File: src/rtl/serial_crc.sv
module serial_crc #(
  parameter int DEG      = 8,
  parameter int POLY     = 0,
  parameter bit HAS_FLAG = 1
) (
  input  logic           clk,
  input  logic           rst,
  input  logic           din,
  input  logic           absorb,
  input  logic [DEG-1:0] gen,
  output logic           dout,
  output logic           err
);

  localparam logic [DEG-1:0] FIXED_TAPS = DEG'(POLY);

  logic [DEG-1:0] rem;
  logic [DEG-1:0] taps;
  logic           fb;

  assign taps = (POLY == 0) ? gen : FIXED_TAPS;
  assign fb   = din ^ rem[DEG-1];

  always_ff @(posedge clk) begin
    if (rst)
      rem <= '0;
    else if (absorb)
      rem <= {rem[DEG-2:0], 1'b0} ^ (fb ? taps : '0);
    else
      rem <= {rem[DEG-2:0], 1'b0};
  end

  assign dout = ~absorb & rem[DEG-1];

  generate
    if (HAS_FLAG) begin : g_flag
      assign err = |rem;
    end else begin : g_noflag
      assign err = 1'b0;
    end
  endgenerate


  reset_clear_chk: assert property (@(posedge clk) disable iff (rst)
    $fell(rst) |-> (rem == '0));


  quiet_absorb_chk: assert property (@(posedge clk) disable iff (rst)
    absorb |-> !dout);


  shift_out_chk: assert property (@(posedge clk) disable iff (rst)
    (!absorb && !$past(absorb) && !$past(rst)) |-> (dout == $past(rem[DEG-2])));


  err_source_chk: assert property (@(posedge clk) disable iff (rst)
    $rose(err) |-> $past(absorb));

endmodule

File: config.mk
export PLATFORM = sky130hd
export DESIGN_NAME = serial_crc
export DESIGN_NICKNAME = d
export VERILOG_FILES = /design/src/rtl/serial_crc.sv
export SDC_FILE = /design/constraint.sdc
export NUM_CORES = 1
export LEC_CHECK = 0
export BUFFER_PORTS_ARGS = -buffer_cell sky130_fd_sc_hd__buf_4
export CORE_AREA = 5 5 42 44
export CTS_BUF_LIST = sky130_fd_sc_hd__clkbuf_8
export CTS_CLUSTER_SIZE = 24
export DETAILED_ROUTE_END_ITERATION = 8
export DIE_AREA = 0 0 47 49
export PLACE_DENSITY = 0.64
export SYNTH_ARGS = -nofsm -noshare
export SYNTH_HDL_FRONTEND = slang
export SYNTH_SLANG_ARGS = --single-unit
File: constraint.sdc
create_clock -name clk -period 1.55 [get_ports clk]
set_clock_uncertainty 0.1 [all_clocks]
set_input_delay 0.155 -clock clk [delete_from_list [all_inputs] [get_ports clk]]
set_output_delay 0.155 -clock clk [all_outputs]
set_load 0.005 [all_outputs]
# Yosys cells after proc, flatten, opt, wreduce, memory -nomap -nowiden
# Cells that the tools add are included.
# totals
out_inout_bits	2
reg_bits	8
# op_classes
muxes	2
n_reduce_logical	2
n_bitwise	4
# ops
cell	n
8-bit 2-to-1 mux	2
8-bit OR reduction	1
8-bit XOR	1
2-bit OR reduction	1
1-bit bitwise AND	1
1-bit NOT	1
1-bit XOR	1

# Logic depth before layout (Yosys ltp)
# Gate-level depths: netlist of the first run.
# depth
word_depth	4
ltp_mapped	3

# Worst setup path after synthesis of the first run
# OpenSTA, ideal clock, no wires.
# synth_timing
path_kind	register -> register
start	register rem[7]
end	register rem[1]
path_slack_ns	0.288
n_path_buf	0
path_stages_with_launch	4
setup_ns	0.121
t_arrival_ns	1.041
cell_sequence	dfxtp_1 xor2_2 nand3_1 mux2_4
# synth_via
elab_chain_cells	4
# synth_lines
element	line	text
start: declaration	17	logic [DEG-1:0] rem;
start signal: assignment	28	rem <= {rem[DEG-2:0], 1'b0} ^ (fb ? taps : '0);
start signal: assignment	30	rem <= {rem[DEG-2:0], 1'b0};
1-bit XOR	22	assign fb = din ^ rem[DEG-1];
8-bit 2-to-1 mux	28	
8-bit XOR	28	
8-bit 2-to-1 mux	27	else if (absorb)
# Every way passes these cells.
# A chain may end at the register's enable or synchronous reset.

# Final worst setup path of the first run
# layout_timing
start	register rem[7]
end	register rem[7]
# Same word-level chain as after synthesis.

==> results.toml, run 1 <==
[power_and_ir_drop]
power_frac_comb = 0.178
leakagePower_nw = 0.275
powerDensity_nw_per_um2 = 1010
intPower_mw = 0.452
p_seq_frac = 0.393
power_switching_mw = 0.134
netSwitchingFraction = 0.229
vdd_drop_max_mv = 0.467
clkPwrFrac = 0.430

[logic_synthesis]
post_synth_inst_count = 44
syn_area_um2 = 430
ys_ff_latch = 8
synth.distinct_cells = 12
seq_area_frac_synth = 0.372
yosysWarnings = 0
synth_area_per_cell_um2 = 9.78
synth.area.top_cells = "dfxtp_1 (37%), mux2_4 (24%), nor2b_1 (10%)"
syn_nets = 56
yosysTopAreaCellShare = 0.372
post-synth-top-area-cell = "dfxtp_1"

[worst_setup_path]
cp.arrival_ns = 1.38
critPathRequiredTime_ns = 1.56
critical_path.slowest_cell = "dfxtp_1"
cp-end-kind = "flip-flop"
slowest_delay_ns = 0.37
worstPathMaxFanout = 8
critPathLaunchType = "flip-flop"
path_class = "flip-flop to flip-flop"
worstPathCellList = "xor2_2, nand3_1, mux2_4"

[layout]
postLayoutCoreUtil = 0.414
largest_reg_flops = 8
layout.cells.non_filler = 74
nFillCells = 142
drive_above_1_share = 0.431
regMostFlops = "rem"
antenna_cells = 0
syn_to_final_growth_pct = 34.9
nNetsFinal = 72
reg_top3 = "rem x8"

[clocking]
cts_sinks = 8
ctsLongestPathBuffers = 2
cts_setup_buffers = 0
clock-root-buffer = "clkbuf_8"
htreeDepth = 1
cts_resized = 0
holdBufCountCts = 0
clk_latency_ns = 0.23
cts_buffers = 3
cts_tree = "built"
clkTransAtPathRegs_ns = 0.04

[place]
numPlacedInstances = 71
io_buffers = 13
place.gp.congestion = 0.742

[die]
dieArea_um2 = 2300
die-height_um = 49
core_um2 = 1400
start_util = 0.307
rows = 14
fp.dieW_um = 47
io_pins = 14

[hold_path]
min_path_type = "input port to flip-flop"

[routing]
routed_via_density = 4.78
drt_iter0_markers = 0
ant_nets = 0
wirelength_um = 849
num_vias = 354
routedWlPerCell_um = 11.5
drc = 0
firstDrtPassIters = 1

[grt]
grt_max_degree = 16
overflow = 0
grt_pass1_vias = 378
grt_pass1_wl_mm = 1.49
grt_usage = 0.0932
antenna_found_initial = 0

[sta]
period_minus_slack_ns = 1.36
worstMarginPinSlew_ns = 0.338
min_period_over_period = 0.881
hold_violations = 0
tns_ns = 0
final_max_slew_viol_count = 0
max_slew_margin = 0.775
setup_viol = 0
fmax_ghz = 0.733
rsz0062_at_grt = "no"

[run_status]
status = "completed"

[run]
drv_cap = 0
[power by group through the flow]
stage               combinational, mW  clock, mW  sequential (mW)
finish                          0.104      0.252            0.230
global route                    0.116      0.264            0.232
CTS                             0.106      0.255            0.230
detailed placement              0.105          0            0.233
global placement                0.104          0            0.234
floorplan                      0.0632          0            0.231
[cell usage after synthesis]
master    count
nor4_1        2
xor2_2        1
dfxtp_1       8
nor2_1        7
nor2b_1       7
nand2_1       1
buf_2         1
nor2b_2       1
mux2_4        7
nand3_1       7
and4b_1       1
clkbuf_1      1
[path summary, 6_finish.rpt]
kind | start | endpoint | slack [ns] | cells after the start
setup / recovery | rem[7] | rem[7] | 0.19 | 3
hold / removal | gen[0] | rem[0] | 0.12 | 2
hold reg to reg | rem[3] | rem[4] | 0.47 | 2
setup reg to reg | rem[7] | rem[7] | 0.19 | 3
[stage by stage]
step | cell area [um^2] | hold slack, ns | power, mW | setup slack, ns
finish | 581 | 0.121 | 0.587 | 0.185
global route | 581 | 0.135 | 0.612 | 0.102
CTS | 581 | 0.119 | 0.591 | 0.173
detailed placement | 539 | 0.354 | 0.338 | 0.180
global placement | 539 | 0.337 | 0.338 | 0.197
floorplan | 430 | 0.254 | 0.294 | 0.288
[kinds of logic after synthesis]
family	after synthesis	share of synthesized area
xor gates and xnor gates	1	0.0378
DFF	8	0.372
muxes	7	0.244
buffers and inverters	2	0.0203
and+or+nand+nor	26	0.326
[worst max-delay path, delay by kind of cell, from the launching register on]
kind	cells	cell delay [ns]
muxes	1	0.31
xor gates and xnor gates	1	0.32
and+or+nand+nor	1	0.15
DFF	1	0.37
[cells in the final DEF, fill, tap and decap left out]
cell type / netlist / final
xor2_2: 1 / 1
nor2b_1: 7 / 7
clkbuf_8: 0 / 3
nor2b_2: 1 / 1
and4b_1: 1 / 1
nand3_1: 7 / 7
mux2_4: 7 / 7
nand2_1: 1 / 1
buf_4: 0 / 13
nor4_1: 2 / 2
nor2_1: 7 / 7
dfxtp_1: 8 / 8
[layer usage]
| metal | part of all wire | vias to the layer above | GRT usage |
|---|---|---|---|
| li1 | - | 178 | - |
| met1 | 0.44 | 162 | 0.106 |
| met2 | 0.48 | 10 | 0.131 |
| met3 | 0.058 | 4 | 0.0406 |
| met4 | 0.022 | 0 | 0.0691 |
| met5 | 0 | - | 0 |
[cell type report]
class,count,area [um^2],area share
sequential,8,160,0.276
tap,16,20.0,0.0345
timing repair buffer,13,97.6,0.168
multi-input combinational,34,262,0.450
clock buffer,3,41.3,0.0711
No activity file was read; power rests on OpenSTA's default activity.
==> run 2, diff against run 1 <==
--- a/config.mk
+++ b/config.mk
@@ -5,13 +5,14 @@
 export SDC_FILE = /design/constraint.sdc
 export NUM_CORES = 1
 export LEC_CHECK = 0
+export ABC_AREA = 1
 export BUFFER_PORTS_ARGS = -buffer_cell sky130_fd_sc_hd__buf_4
 export CORE_AREA = 5 5 42 44
 export CTS_BUF_LIST = sky130_fd_sc_hd__clkbuf_8
 export CTS_CLUSTER_SIZE = 24
 export DETAILED_ROUTE_END_ITERATION = 8
 export DIE_AREA = 0 0 47 49
-export PLACE_DENSITY = 0.64
+export PLACE_DENSITY = 0.65
 export SYNTH_ARGS = -nofsm -noshare
 export SYNTH_HDL_FRONTEND = slang
 export SYNTH_SLANG_ARGS = --single-unit
==> run 2 against run 1 <==
Sequential power about the same; synthesized cell count up 61%; non-clock buffer count unchanged; critical path type is now flip-flop to primary output.
==> results.toml, run 2 <==
[run_status]
status = "completed"

[sta]
setup_viol = 0
final_max_slew_viol_count = 0
hold_violations = 0
worstMarginPinSlew_ns = 0.292
min_period_over_period = 0.901
period_minus_slack_ns = 1.40
rsz0062_at_grt = "no"
fmax_ghz = 0.716
max_slew_margin = 0.803
tns_ns = 0

[layout]
regMostFlops = "rem"
antenna_cells = 0
drive_above_1_share = 0.244
final_cell_mix = "inv_1 (16), nand2_1 (15), buf_4 (13)"
finalInstanceArea_um2 = 601
final_common_cell = "inv_1"
nFillCells = 154
nNetsFinal = 100
reg_top3 = "rem x8"
largest_reg_flops = 8
syn_to_final_growth_pct = 34.5
postLayoutCoreUtil = 0.429
layout.cells.non_filler = 102

[grt]
grt_max_degree = 10
antenna_found_initial = 0
grt_pass1_wl_mm = 1.77
grt_pass1_vias = 435
grt_usage = 0.108
overflow = 0

[worst_setup_path]
critPathLaunchType = "flip-flop"
crit_start = "rem[7]"
critPathRequiredTime_ns = 1.29
cp-end-kind = "primary output"
cp.arrival_ns = 1.14
reg2reg_from = "rem[7]"
worstPathMaxFanout = 4
path_class = "flip-flop to primary output"

[clocking]
ctsLongestPathBuffers = 2
clk_latency_ns = 0.23
clkTransAtPathRegs_ns = 0.04
cts_buffers = 3
cts_setup_buffers = 0
htreeDepth = 1
cts_tree = "built"
cts_sinks = 8
cts_resized = 0
holdBufCountCts = 0
clock-root-buffer = "clkbuf_8"

[place]
numPlacedInstances = 99
place.gp.congestion = 0.736
placed_cell_area_um2 = 559
place_hpwl_um = 779
io_buffers = 13

[logic_synthesis]
seq_area_frac_synth = 0.359
post_synth_inst_count = 71
ys_ff_latch = 8
synth.distinct_cells = 12
synth_edf_count = 0
syn_area_um2 = 447
yosysMostFrequentCell = "inv_1"
synth_commonest_cells = "inv_1 (16), nand2_1 (15), nor2_1 (9)"
synth_ff_type = "dfxtp_1"
synth.area.top_cells = "dfxtp_1 (36%), inv_1 (13%), nand2_1 (13%)"
ys_async_sr_fraction = 0
yosysTopAreaCellShare = 0.359
post-synth-top-area-cell = "dfxtp_1"
syn_nets = 83
synth_area_per_cell_um2 = 6.29
yosysWarnings = 0

[routing]
drt_iter0_markers = 8
wirelength_mm = 1.06
routedWlPerCell_um = 10.4
ant_nets = 0
routed_via_density = 4.74
drc = 0
firstDrtPassIters = 4
num_vias = 483

[die]
rows = 14
fp.dieW_um = 47
dieArea_um2 = 2300
core_um2 = 1400
start_util = 0.319
io_pins = 14
die-height_um = 49

[power_and_ir_drop]
powerDensity_nw_per_um2 = 973
vdd_drop_max_mv = 0.513
leakagePower_nw = 0.308

[run]
drv_cap = 0

[hold_path]
min_path_type = "input port to flip-flop"
worstHoldStart = "gen[0]"
==> run 2: cell count changes in the layout (fill, tap and decap cells not counted), moves of 2 or more <==
cell	before	now
inv_1	0	16
mux2_4	7	0
nand2_1	1	15
nand2_2	0	3
nand4_1	0	7
nor2_1	7	9
nor2b_1	7	0
==> run 2: area by class of cell <==
cell class	count	area, um^2	share of cell area
Inverter	17	63.8	0.106
Timing Repair Buffer	13	97.6	0.162
Clock buffer	3	41.3	0.0687
Tap cell	16	20.0	0.0333
Sequential cell	8	160	0.267
Multi-Input combinational cell	45	218	0.363
==> run 2: worst paths after layout <==
check | end | slack [ns] | cells past startpoint
setup / recovery | err | 0.15 | 3
hold / removal | rem[0] | 0.06 | 2
setup reg to reg | rem[7] | 0.38 | 6
hold reg to reg | rem[1] | 0.43 | 4
==> run 2: kinds of logic (layout without fill, tap and decap cells) <==
group         Yosys count  in the layout  share of synthesized area
simple gates           45             45                      0.487
flops                   8              8                      0.359
buf+inv                18             33                      0.154
==> run 2: power by group <==
group	internal, mW	total (mW)	leakage [nW]	switching (mW)
clock	0.168	0.252	0.0216	0.0840
combinational	0.0500	0.103	0.221	0.0526
sequential	0.219	0.230	0.0655	0.0106
==> run 2: metal layers <==
| metal | GRT usage | wire length [um] |
|---|---|---|
| met1 | 0.142 | 475 |
| met2 | 0.133 | 453 |
| met3 | 0.0443 | 98 |
| met4 | 0.0829 | 33 |
| met5 | 0 | 0 |
==> run 2: worst max-delay path, cell delays in order (launching register included) <==
cell	delay [ns]
dfxtp_1	0.34
nor4_1	0.34
nand2_1	0.10
buf_4	0.14
==> run 2: metrics by stage <==
stage	hold WS, ns	worst slack, ns	total power [mW]
after global routing	0.0704	0.0170	0.617
after floorplan	0.208	0.514	0.290
final	0.0606	0.154	0.585
after detailed placement	0.294	0.391	0.335
after global placement	0.310	0.407	0.334
after CTS	0.0591	0.141	0.590
==> run 3, diff against run 2 <==
--- a/config.mk
+++ b/config.mk
@@ -12,7 +12,7 @@
 export CTS_CLUSTER_SIZE = 24
 export DETAILED_ROUTE_END_ITERATION = 8
 export DIE_AREA = 0 0 47 49
-export PLACE_DENSITY = 0.65
+export PLACE_DENSITY = 0.67
 export SYNTH_ARGS = -nofsm -noshare
 export SYNTH_HDL_FRONTEND = slang
 export SYNTH_SLANG_ARGS = --single-unit
==> constraint.sdc (replaced) <==
create_clock -name clk -period 1.2 [get_ports clk]
set_clock_uncertainty 0.1 [all_clocks]
set_input_delay 0.12 -clock clk [delete_from_list [all_inputs] [get_ports clk]]
set_output_delay 0.12 -clock clk [all_outputs]
set_load 0.005 [all_outputs]
==> run 3 against run 2 <==
The run now ends with negative setup slack left; register-to-register slack got worse by 0.29 ns; critical path depth stayed put; clock power is 32% higher; total power rose by 34%; combinational power rose by 43%; final area rose by 6.7%; worst setup slack worse by 0.24 ns; hold slack worse by 0.042 ns; via count decreased by 1.7%; cell count up 2.0%; critical path type unchanged; critical endpoint unchanged; largest power group unchanged.
==> results.toml, run 3 (synthesized netlist as in run 2, its figures left out) <==
[run_status]
status = "complete, but fails checks"
violations = "negative setup slack"

[sta]
tns_ns = -0.0843
rsz0062_at_grt = "yes"
hold_violations = 0
worstMarginPinSlew_ns = 0.218
setup_viol = 1
finalWorstSetupSlack_ns = -0.0843
final_max_slew_viol_count = 0
min_period_over_period = 1.07
period_minus_slack_ns = 1.28
fmax_ghz = 0.779
max_slew_margin = 0.854

[grt]
grt_usage = 0.108
grt_pass1_vias = 410
antenna_found_initial = 0
grt_max_degree = 10
overflow = 0
grt_pass1_wl_mm = 1.73

[layout]
nNetsFinal = 102
nFillCells = 156
final_cell_mix = "inv_1 (16), nand2_1 (15), buf_4 (15)"
finalInstanceArea_um2 = 641
reg_top3 = "rem x8"
largest_reg_flops = 8
final_common_cell = "inv_1"
drive_above_1_share = 0.318
antenna_cells = 0
regMostFlops = "rem"
syn_to_final_growth_pct = 43.4

[routing]
wirelength_mm = 1.14
drt_iter0_markers = 11
firstDrtPassIters = 4
num_vias = 475
drc = 0
routed_via_density = 4.57
ant_nets = 0
routedWlPerCell_um = 10.9

[place]
place_hpwl_um = 789
placed_cell_area_um2 = 567
place.gp.congestion = 0.763
io_buffers = 13
place_ws_ns = 0.0841

[die]
fp.dieW_um = 47
dieArea_um2 = 2300
core_um2 = 1400
start_util = 0.319
rows = 14
die-height_um = 49
io_pins = 14

[worst_setup_path]
reg2reg_to = "rem[4]"
reg2reg_from = "rem[7]"
cp.arrival_ns = 1.06
worstPathMaxFanout = 3
path_class = "flip-flop to primary output"
cp-end-kind = "primary output"
reg2reg_depth = 6
regToRegSetupSlack_ns = 0.09
critPathRequiredTime_ns = 0.98
critPathLaunchType = "flip-flop"

[power_and_ir_drop]
vdd_drop_max_mv = 0.628
netSwitchingFraction = 0.261
power_switching_mw = 0.204
power_frac_comb = 0.188
p_seq_frac = 0.387
clkPwrFrac = 0.425
powerDensity_nw_per_um2 = 1220
leakagePower_nw = 0.325
power_mw = 0.782
intPower_mw = 0.578

[hold_path]
hold_depth = 2
min_to = "rem[0]"
min_path_type = "input port to flip-flop"
worstHoldStart = "gen[0]"

[clocking]
cts_sinks = 8
ctsLongestPathBuffers = 2
htreeDepth = 1
clock-root-buffer = "clkbuf_8"
cts_buffers = 3
clkTransAtPathRegs_ns = 0.04
clk_latency_ns = 0.23
holdBufCountCts = 0
cts_tree = "built"

[run]
drv_cap = 0
run 3: per-stage QoR:
step | hold slack, ns | instances | utilization
floorplan | 0.173 | 71 | -
global placement | 0.255 | 100 | 0.404
detailed placement | 0.259 | 100 | 0.404
CTS | 0.0169 | 104 | 0.445
global route | 0.0390 | 104 | 0.457
finish | 0.0182 | 104 | 0.457
run 3: worst max-delay path, cell delays in order (launching register included):
cell and delay [ns]:
dfxtp_2 0.33, nor4_4 0.29, nand2_1 0.08, buf_4 0.14
run 3: power by group through the flow:
stage | registers [mW] | logic, mW | clock network (mW)
after global routing | 0.305 | 0.164 | 0.357
after CTS | 0.297 | 0.141 | 0.340
after floorplan | 0.297 | 0.0771 | 0
after global placement | 0.300 | 0.134 | 0
after detailed placement | 0.300 | 0.136 | 0
final | 0.303 | 0.147 | 0.333
run 3: worst max-delay path by stage:
stage	start	endpoint	slack [ns]	depth (start not counted)
after floorplan	rem[7]	rem[1]	0.16	6
after global placement	rem[7]	err	0.09	3
after detailed placement	rem[7]	rem[4]	0.08	6
after CTS	rem[2]	err	-0.08	3
after global routing	rem[4]	err	-0.14	3
final	rem[4]	err	-0.08	3
run 3: per-layer routing:
| metal | GRT usage | vias to the layer above | part of all wire |
|---|---|---|---|
| met5 | 0 | - | 0 |
| met1 | 0.137 | 192 | 0.47 |
| met2 | 0.136 | 22 | 0.42 |
| met4 | 0.0968 | 0 | 0.039 |
| li1 | - | 256 | - |
| met3 | 0.0369 | 5 | 0.071 |
run 3: timing repair:
| item | in CTS | in global routing |
|---|---|---|
| buffers inserted | 1 | 0 |
| resized for setup | 2 | 4 |
| endpoints found under the setup margin | 1 | 1 |
| pin swaps | 2 | 2 |
run 3: layout make-up:
cell class / instances / area [um^2] / area share
Inverter: 17 / 63.8 / 0.0996
Sequential cell: 8 / 164 / 0.256
Tap cell: 16 / 20.0 / 0.0313
Timing Repair Buffer: 15 / 113 / 0.176
Clock buffer: 3 / 41.3 / 0.0645
Multi-Input combinational cell: 45 / 239 / 0.373
